`src/rtl/pa_pkg.sv`:
```
package pa_pkg;

  typedef enum logic [1:0] {
    PA_STATIC  = 2'd0,
    PA_AUTO    = 2'd1,
    PA_TRAINED = 2'd2,
    PA_RSVD    = 2'd3
  } pa_mode_e;

  // Tap facing the dominant edge: half a bit away, staying inside the line.
  function automatic int centre_of(input int pos, input int slots);
    return (pos < slots) ? pos + slots / 2 : pos - slots / 2;
  endfunction

  function automatic int clip(input int v, input int lo, input int hi);
    if (v < lo) return lo;
    if (v > hi) return hi;
    return v;
  endfunction

endpackage

```
`src/rtl/pa_sampler.sv`:
```
module pa_sampler #(
  parameter int N_TAPS = 15,
  parameter int TAP_W  = 4,
  parameter int RATE_W = 2
) (
  input  logic              clk,
  input  logic              rst_n,
  input  logic [RATE_W-1:0] rate_sel,
  input  logic [TAP_W-1:0]  tap,
  input  logic              s_valid,
  output logic              s_ready,
  input  logic [N_TAPS-1:0] s_taps,
  output logic              m_valid,
  input  logic              m_ready,
  output logic              m_bit,
  output logic              ev,
  output logic [N_TAPS-1:0] ev_word
);
  localparam int PH_W = (2 ** RATE_W) - 1;

  logic [RATE_W-1:0] rate_q;
  logic [PH_W-1:0]   ph;
  logic [PH_W-1:0]   ph_mask;
  logic              accept;

  assign ph_mask = {PH_W{1'b1}} >> rate_sel;
  assign s_ready = (!m_valid || m_ready) && (rate_sel == rate_q);
  assign accept  = s_valid && s_ready;
  assign ev      = accept && (ph == '0);
  assign ev_word = s_taps;

  always_ff @(posedge clk or negedge rst_n) begin
    if (!rst_n) begin
      rate_q <= '0;
      ph     <= '0;
    end else if (rate_sel != rate_q) begin
      rate_q <= rate_sel;
      ph     <= '0;
    end else if (accept) begin
      ph <= (ph + 1'b1) & ph_mask;
    end
  end

  always_ff @(posedge clk or negedge rst_n) begin
    if (!rst_n) begin
      m_valid <= 1'b0;
      m_bit   <= 1'b0;
    end else if (ev) begin
      m_valid <= 1'b1;
      m_bit   <= s_taps[tap];
    end else if (m_ready) begin
      m_valid <= 1'b0;
    end
  end

  AST_STALL_HOLD: assert property (@(posedge clk) disable iff (!rst_n)
    (m_valid && !m_ready) |=> (m_valid && $stable(m_bit)))
    else $error("stalled output bit changed");

  AST_STALL_NO_TAKE: assert property (@(posedge clk) disable iff (!rst_n)
    (m_valid && !m_ready) |-> !accept)
    else $error("word taken during stall");

endmodule

```
`src/rtl/pa_edge_hist.sv`:
```
module pa_edge_hist #(
  parameter int N_TAPS    = 15,
  parameter int WIN_BITS  = 64,
  parameter int MIN_EDGES = 16,
  parameter int PW        = 4
) (
  input  logic              clk,
  input  logic              rst_n,
  input  logic              clr,
  input  logic              ev,
  input  logic [N_TAPS-1:0] word,
  output logic              res_v,
  output logic [PW-1:0]     res_pos,
  output logic              res_enough
);
  localparam int CW    = $clog2(WIN_BITS + 1);
  localparam int WCW   = $clog2(WIN_BITS);
  localparam int MAXT  = (N_TAPS - 1) * WIN_BITS;
  localparam int TW    = $clog2(MAXT + 1);

  logic [N_TAPS-1:1] edg;
  logic [CW-1:0]     cnt [1:N_TAPS-1];
  logic [CW-1:0]     nxt [1:N_TAPS-1];
  logic [WCW-1:0]    wcnt;
  logic [TW-1:0]     total;
  logic [TW-1:0]     total_nxt;
  logic              done;
  logic [PW-1:0]     best_p;
  logic [CW-1:0]     best_v;

  assign done = ev && !clr && (wcnt == WCW'(WIN_BITS - 1));

  for (genvar p = 1; p < N_TAPS; p++) begin : g_pos
    assign edg[p] = word[p] ^ word[p-1];
    assign nxt[p] = cnt[p] + CW'(ev && edg[p]);

    always_ff @(posedge clk or negedge rst_n) begin
      if (!rst_n)           cnt[p] <= '0;
      else if (clr || done) cnt[p] <= '0;
      else                  cnt[p] <= nxt[p];
    end
  end

  always_comb begin
    total_nxt = total;
    for (int p = 1; p < N_TAPS; p++) total_nxt = total_nxt + TW'(ev && edg[p]);
  end

  always_comb begin
    best_p = PW'(1);
    best_v = nxt[1];
    for (int p = 2; p < N_TAPS; p++) begin
      if (nxt[p] > best_v) begin
        best_v = nxt[p];
        best_p = PW'(p);
      end
    end
  end

  always_ff @(posedge clk or negedge rst_n) begin
    if (!rst_n) begin
      wcnt  <= '0;
      total <= '0;
    end else if (clr || done) begin
      wcnt  <= '0;
      total <= '0;
    end else begin
      total <= total_nxt;
      if (ev) wcnt <= wcnt + 1'b1;
    end
  end

  always_ff @(posedge clk or negedge rst_n) begin
    if (!rst_n) begin
      res_v      <= 1'b0;
      res_pos    <= '0;
      res_enough <= 1'b0;
    end else begin
      res_v <= done;
      if (done) begin
        res_pos    <= best_p;
        res_enough <= (int'(total_nxt) >= MIN_EDGES);
      end
    end
  end

  AST_NO_OVERFLOW: assert property (@(posedge clk) disable iff (!rst_n)
    int'(total) <= MAXT)
    else $error("edge total beyond window capacity");

  AST_RESULT_POS: assert property (@(posedge clk) disable iff (!rst_n)
    res_v |-> (int'(res_pos) >= 1 && int'(res_pos) < N_TAPS))
    else $error("edge position out of line");

endmodule

```
`src/rtl/pa_tap_ctrl.sv`:
```
module pa_tap_ctrl
  import pa_pkg::*;
#(
  parameter int N_TAPS    = 15,
  parameter int TAP_W     = 4,
  parameter int BIT_SLOTS = 8,
  parameter int AUTO_LO   = 4,
  parameter int AUTO_HI   = 11,
  parameter int WANDER    = 3,
  parameter int TAP_INIT  = 7
) (
  input  logic             clk,
  input  logic             rst_n,
  input  logic [1:0]       mode,
  input  logic [TAP_W-1:0] static_tap,
  input  logic             train,
  input  logic             res_v,
  input  logic [TAP_W-1:0] res_pos,
  input  logic             res_enough,
  output logic [TAP_W-1:0] sel_tap,
  output logic             locked,
  output logic             hist_clr
);
  pa_mode_e         eff;
  pa_mode_e         mode_q;
  logic [TAP_W-1:0] tap_q;
  logic [TAP_W-1:0] anchor;
  logic             settled;
  logic             training;
  logic             locked_q;
  int               tgt;
  int               lo_b;
  int               hi_b;
  int               wander_tgt;
  int               stat_tap;

  always_comb begin
    case (mode)
      2'd1:    eff = PA_AUTO;
      2'd2:    eff = PA_TRAINED;
      default: eff = PA_STATIC;
    endcase
  end

  always_comb begin
    tgt        = clip(centre_of(int'(res_pos), BIT_SLOTS), AUTO_LO, AUTO_HI);
    lo_b       = (int'(anchor) - WANDER < AUTO_LO) ? AUTO_LO : int'(anchor) - WANDER;
    hi_b       = (int'(anchor) + WANDER > AUTO_HI) ? AUTO_HI : int'(anchor) + WANDER;
    wander_tgt = clip(tgt, lo_b, hi_b);
    stat_tap   = clip(int'(static_tap), 0, N_TAPS - 1);
  end

  assign hist_clr = (eff != mode_q) || (eff == PA_TRAINED && mode_q == PA_TRAINED && train);
  assign sel_tap  = (eff == PA_STATIC) ? TAP_W'(stat_tap) : tap_q;
  assign locked   = locked_q;

  always_ff @(posedge clk or negedge rst_n) begin
    if (!rst_n) begin
      mode_q   <= PA_STATIC;
      tap_q    <= TAP_W'(TAP_INIT);
      anchor   <= TAP_W'(TAP_INIT);
      settled  <= 1'b0;
      training <= 1'b0;
      locked_q <= 1'b0;
    end else if (eff != mode_q) begin
      mode_q   <= eff;
      tap_q    <= TAP_W'(TAP_INIT);
      settled  <= 1'b0;
      training <= 1'b0;
      locked_q <= 1'b0;
    end else begin
      case (mode_q)
        PA_AUTO: begin
          if (res_v) begin
            if (res_enough) begin
              locked_q <= 1'b1;
              if (!settled) begin
                tap_q   <= TAP_W'(tgt);
                anchor  <= TAP_W'(tgt);
                settled <= 1'b1;
              end else begin
                tap_q <= TAP_W'(wander_tgt);
              end
            end else begin
              locked_q <= 1'b0;
            end
          end
        end
        PA_TRAINED: begin
          if (train) begin
            training <= 1'b1;
            locked_q <= 1'b0;
          end else if (res_v && training) begin
            training <= 1'b0;
            if (res_enough) begin
              tap_q    <= TAP_W'(tgt);
              locked_q <= 1'b1;
            end else begin
              locked_q <= 1'b0;
            end
          end
        end
        default: locked_q <= 1'b0;
      endcase
    end
  end

  AST_AUTO_RANGE: assert property (@(posedge clk) disable iff (!rst_n)
    (mode_q == PA_AUTO) |-> (int'(tap_q) >= AUTO_LO && int'(tap_q) <= AUTO_HI))
    else $error("automatic tap left middle window");

  AST_WANDER_LIMIT: assert property (@(posedge clk) disable iff (!rst_n)
    (mode_q == PA_AUTO && settled) |->
      (int'(tap_q) >= int'(anchor) - WANDER && int'(tap_q) <= int'(anchor) + WANDER))
    else $error("automatic tap strayed from anchor");

  AST_TRAIN_HOLD: assert property (@(posedge clk) disable iff (!rst_n)
    (mode_q == PA_TRAINED && eff == PA_TRAINED && !training && !train) |=>
      ($stable(tap_q) && $stable(locked_q)))
    else $error("trained tap moved without a train pulse");

  AST_STATIC_NO_LOCK: assert property (@(posedge clk) disable iff (!rst_n)
    (mode_q == PA_STATIC) |-> !locked_q)
    else $error("lock reported in static mode");

  AST_LOCK_NEEDS_EDGES: assert property (@(posedge clk) disable iff (!rst_n)
    $rose(locked_q) |-> $past(res_v && res_enough))
    else $error("lock without a window of edges");

  AST_MODE_RESET: assert property (@(posedge clk) disable iff (!rst_n)
    (eff != mode_q) |=> (tap_q == TAP_W'(TAP_INIT) && !locked_q))
    else $error("mode change did not reset the tap");

endmodule

```
`src/rtl/fine_phase_aligner.sv`:
```
module fine_phase_aligner #(
  parameter int N_TAPS    = 15,
  parameter int TAP_W     = 4,
  parameter int RATE_W    = 2,
  parameter int BIT_SLOTS = 8,
  parameter int WIN_BITS  = 64,
  parameter int MIN_EDGES = 16,
  parameter int AUTO_LO   = 4,
  parameter int AUTO_HI   = 11,
  parameter int WANDER    = 3,
  parameter int TAP_INIT  = 7
) (
  input  logic              clk,
  input  logic              rst_n,
  input  logic [1:0]        mode,
  input  logic [TAP_W-1:0]  static_tap,
  input  logic [RATE_W-1:0] rate_sel,
  input  logic              train,
  input  logic              s_valid,
  output logic              s_ready,
  input  logic [N_TAPS-1:0] s_taps,
  output logic              m_valid,
  input  logic              m_ready,
  output logic              m_bit,
  output logic [TAP_W-1:0]  sel_tap,
  output logic              locked
);
  logic              ev;
  logic [N_TAPS-1:0] ev_word;
  logic              hist_clr;
  logic              res_v;
  logic [TAP_W-1:0]  res_pos;
  logic              res_enough;

  pa_sampler #(
    .N_TAPS(N_TAPS), .TAP_W(TAP_W), .RATE_W(RATE_W)
  ) i_sampler (
    .clk(clk), .rst_n(rst_n), .rate_sel(rate_sel), .tap(sel_tap),
    .s_valid(s_valid), .s_ready(s_ready), .s_taps(s_taps),
    .m_valid(m_valid), .m_ready(m_ready), .m_bit(m_bit),
    .ev(ev), .ev_word(ev_word)
  );

  pa_edge_hist #(
    .N_TAPS(N_TAPS), .WIN_BITS(WIN_BITS), .MIN_EDGES(MIN_EDGES), .PW(TAP_W)
  ) i_hist (
    .clk(clk), .rst_n(rst_n), .clr(hist_clr), .ev(ev), .word(ev_word),
    .res_v(res_v), .res_pos(res_pos), .res_enough(res_enough)
  );

  pa_tap_ctrl #(
    .N_TAPS(N_TAPS), .TAP_W(TAP_W), .BIT_SLOTS(BIT_SLOTS),
    .AUTO_LO(AUTO_LO), .AUTO_HI(AUTO_HI), .WANDER(WANDER), .TAP_INIT(TAP_INIT)
  ) i_ctrl (
    .clk(clk), .rst_n(rst_n), .mode(mode), .static_tap(static_tap),
    .train(train), .res_v(res_v), .res_pos(res_pos), .res_enough(res_enough),
    .sel_tap(sel_tap), .locked(locked), .hist_clr(hist_clr)
  );

endmodule

```
`config.mk`:
```
export PLATFORM = sky130hd
export DESIGN_NAME = fine_phase_aligner
export DESIGN_NICKNAME = d
export VERILOG_FILES = /design/src/rtl/pa_pkg.sv /design/src/rtl/pa_sampler.sv /design/src/rtl/pa_edge_hist.sv /design/src/rtl/pa_tap_ctrl.sv /design/src/rtl/fine_phase_aligner.sv
export SDC_FILE = /design/constraint.sdc
export NUM_CORES = 1
export LEC_CHECK = 0
export BUFFER_PORTS_ARGS = -buffer_cell sky130_fd_sc_hd__buf_2
export CORE_MARGIN = 2
export CORE_UTILIZATION = 45
export CTS_CLUSTER_SIZE = 14
export DETAILED_ROUTE_END_ITERATION = 10
export PLACE_DENSITY = 0.68
export SETUP_SLACK_MARGIN = 0.2
export SYNTH_ARGS = -nofsm -noshare
export SYNTH_HDL_FRONTEND = slang
export SYNTH_SLANG_ARGS = --single-unit
```
`constraint.sdc`:
```
create_clock -name clk -period 22.1 [get_ports clk]
set_clock_uncertainty 0.05 [all_clocks]
set_input_delay 6.63 -clock clk [delete_from_list [all_inputs] [get_ports clk]]
set_output_delay 6.63 -clock clk [all_outputs]
set_load 0.02 [all_outputs]
```
==> flow_metrics.tcl <==
set metrics [dict create \
    start_kind "input pin" \
    crit_path_frequent_cell "ha_4" \
    detailed_place_hpwl_mm 25.59 \
    fin_crit_sh_pct 117.1 \
    drt_wl_total_mm 34.84 \
    drc 0 \
    worst_pin_slew_ps 810.0 \
    slew_headroom_pct 46.00 \
    syn-cell-area_um2 11610 \
    dominantRegCellSynth "dfrtp_1" \
    max_stage_delay_ps 370 \
    violations "setup timing" \
    wl_per_cell_um 17.28 \
    hold_depth 2 \
    clk_latency_ps 440 \
    setup_viol 3 \
    synthXorXnorAreaFrac_pct 7.240 \
    fmax_mhz 38.65 \
    postCtsHoldBufs 0 \
    htree_levels 4 \
    drive_above_1_share_pct 34.24 \
    outcome "complete, but fails checks" \
    numCtsBuffers 17 \
    areaGrowthSynthToFinish_pct 38.06 \
    rsz0062_at_grt "true" \
    clock_path_buffers 2 \
    cts_tree "built" \
    num_vias 11370 \
    synth_top_cells_by_count "166 x nor2_1, 146 x ha_1, 133 x dfrtp_1, 107 x inv_1, 102 x nand2_1" \
    drt_iter0_drc 782 \
    maxSlewViolCount 0 \
    pin_count 36 \
    synth_top_area_share_pct 28.66 \
    antenna_found_initial 1 \
    grt_overflow 0 \
    synthArstFlopShare_pct 100.0 \
    ys_top_cells_by_area "dfrtp_1 29%, ha_1 16%, nor2_1 5.4%" \
    root_buffer "clkbuf_16" \
    tns_ps -11110 \
    synth-seq-cells 139 \
    pre_cts_ws_ps -4650 \
    drt.antenna.violating_nets 0 \
    grt_pass1_vias 11210 \
    synth_adder_area_share_pct 17.45 \
    synth_most_common_cell "nor2_1" \
    min_period_ps 25870 \
    drv_cap 0 \
    initial_utilization_pct 45.99 \
    hold_viol 0 \
    die_h_um 164.7 \
    crit_type "input pin to register" \
    synth_top_family_by_area "simple AND/OR/NAND/NOR gates" \
    synth-edff-count 0 \
    numPortBuffers 35 \
    cp.required_ps 22390 \
    fin_nets 1856 \
    chipWidth_um 164.7 \
    syn_inst 1365 \
    synth_compound_area_share_pct 16.83 \
    grtUsageTotal_pct 25.63 \
    routabilityCongestion 0.9303 \
    synth_cell_types 72 \
    dr.pass1.iters 5 \
    postLayoutCoreUtil_pct 63.49 \
    r2r_setup_slack_ps 2030 \
    cp_data_arrival_time_ps 26170 \
    reg2regPathDepth 107 \
    grt_max_degree 81 \
    end_kind "register" \
    worstHoldPathType "register to register" \
    slowest_stage "o31ai_4" \
    setup_ws_ps -3774 \
    fin_hold_ws_ps 463.4 \
    synthSimpleGateAreaFrac_pct 21.39 \
    std_cell_rows 58 \
    clk_pin_slew_ps 80 \
    synth_mux_area_share_pct 2.004 \
    worstPathMaxFanout 7 \
    via_per_inst 5.639 \
    yosys_warnings 0 \
    yosys.area.top_type "dfrtp_1" \
    avgSynthCellArea_um2 8.508 \
    ys_seq_area_share_pct 30.02 \
    synth_nets 1549 \
    core_um2 25250 \
    clock_sinks 139 \
    grt_pass1_wl_mm 55.16 \
    dieArea_um2 27110 \
]
==> metal layers <==
layer | GRT usage, % | part of all wire (%)
met1 | 32.54 | 44
met2 | 44.60 | 49
met3 | 3.491 | 4.0
met4 | 9.130 | 2.8
met5 | 0 | 0
==> registers in the layout, indices dropped and copies added, names as in the netlist, 2 cells and up <==
register,cells
i_hist.cnt,98
i_hist.total,10
i_hist.wcnt,6
i_ctrl.anchor,4
i_ctrl.tap_q,4
i_hist.res_pos,3
i_sampler.ph,3
i_ctrl.mode_q,2
i_sampler.rate_q,2
==> kinds of logic (layout without fill, tap and decap cells) <==
family / Yosys count / in the layout
muxes: 22 / 22
DFF: 139 / 139
other: 2 / 3
buffers and inverters: 149 / 468
AOI/OAI and AO/OA: 283 / 284
adders and majority gates: 156 / 156
xor gates and xnor gates: 96 / 96
and+or+nand+nor: 518 / 518
==> path summary, 6_finish.rpt <==
path / startpoint / endpoint
hold / removal: i_sampler.m_bit / i_sampler.m_bit
hold reg to reg: i_sampler.m_bit / i_sampler.m_bit
max in group asynchronous: rst_n / i_hist.wcnt[0]
setup / recovery: rate_sel[0] / i_hist.res_pos[0]
min in group asynchronous: rst_n / i_hist.cnt[50]
setup reg to reg: i_sampler.rate_q[0] / i_hist.res_pos[0]
==> cell type report <==
class / count / area (µm²)
fill: 2057 / 9220
multi-input combinational: 1078 / 8710
sequential: 139 / 3486
timing repair buffer: 329 / 2447
clock buffer: 17 / 425.4
tap: 330 / 412.9
inverter: 107 / 401.6
clock inverter: 15 / 148.9
antenna: 1 / 2.502
==> placed cells by master, fill, tap and decap left out, types with 32 or more instances in the layout <==
cell type	n
a21oi_1	35
and3_1	56
buf_2	32
buf_4	284
dfrtp_1	133
ha_1	122
inv_1	101
nand2_1	92
nand3_1	79
nor2_1	140
o21ai_0	33
xnor2_1	41
xor2_1	54
==> critical path: cells and delay by family <==
| kind | cells | cell delay [ps] |
|---|---|---|
| fa+ha+maj | 15 | 3720 |
| compound gates | 51 | 9550 |
| simple gates | 25 | 3930 |
| xor+xnor | 1 | 130 |
| buf+inv | 16 | 2130 |
==> per-stage QoR <==
step | instances | cell area [µm²]
2_1_floorplan | 1365 | 12240
3_3_place_gp | 1923 | 14350
3_5_place_dp | 1923 | 14350
4_1_cts | 1987 | 15420
5_1_grt | 2016 | 16030
6_report | 2016 | 16030
==> repair_timing <==
action	4_1_cts	5_1_grt
pin swaps	38	65
cloned	1	0
endpoints found under the setup margin	3	3
resized for setup	51	88
setup buffers	31	28
Power is not shown: default switching activity piles up to over one toggle a cycle in this logic, so the estimate is an artifact.
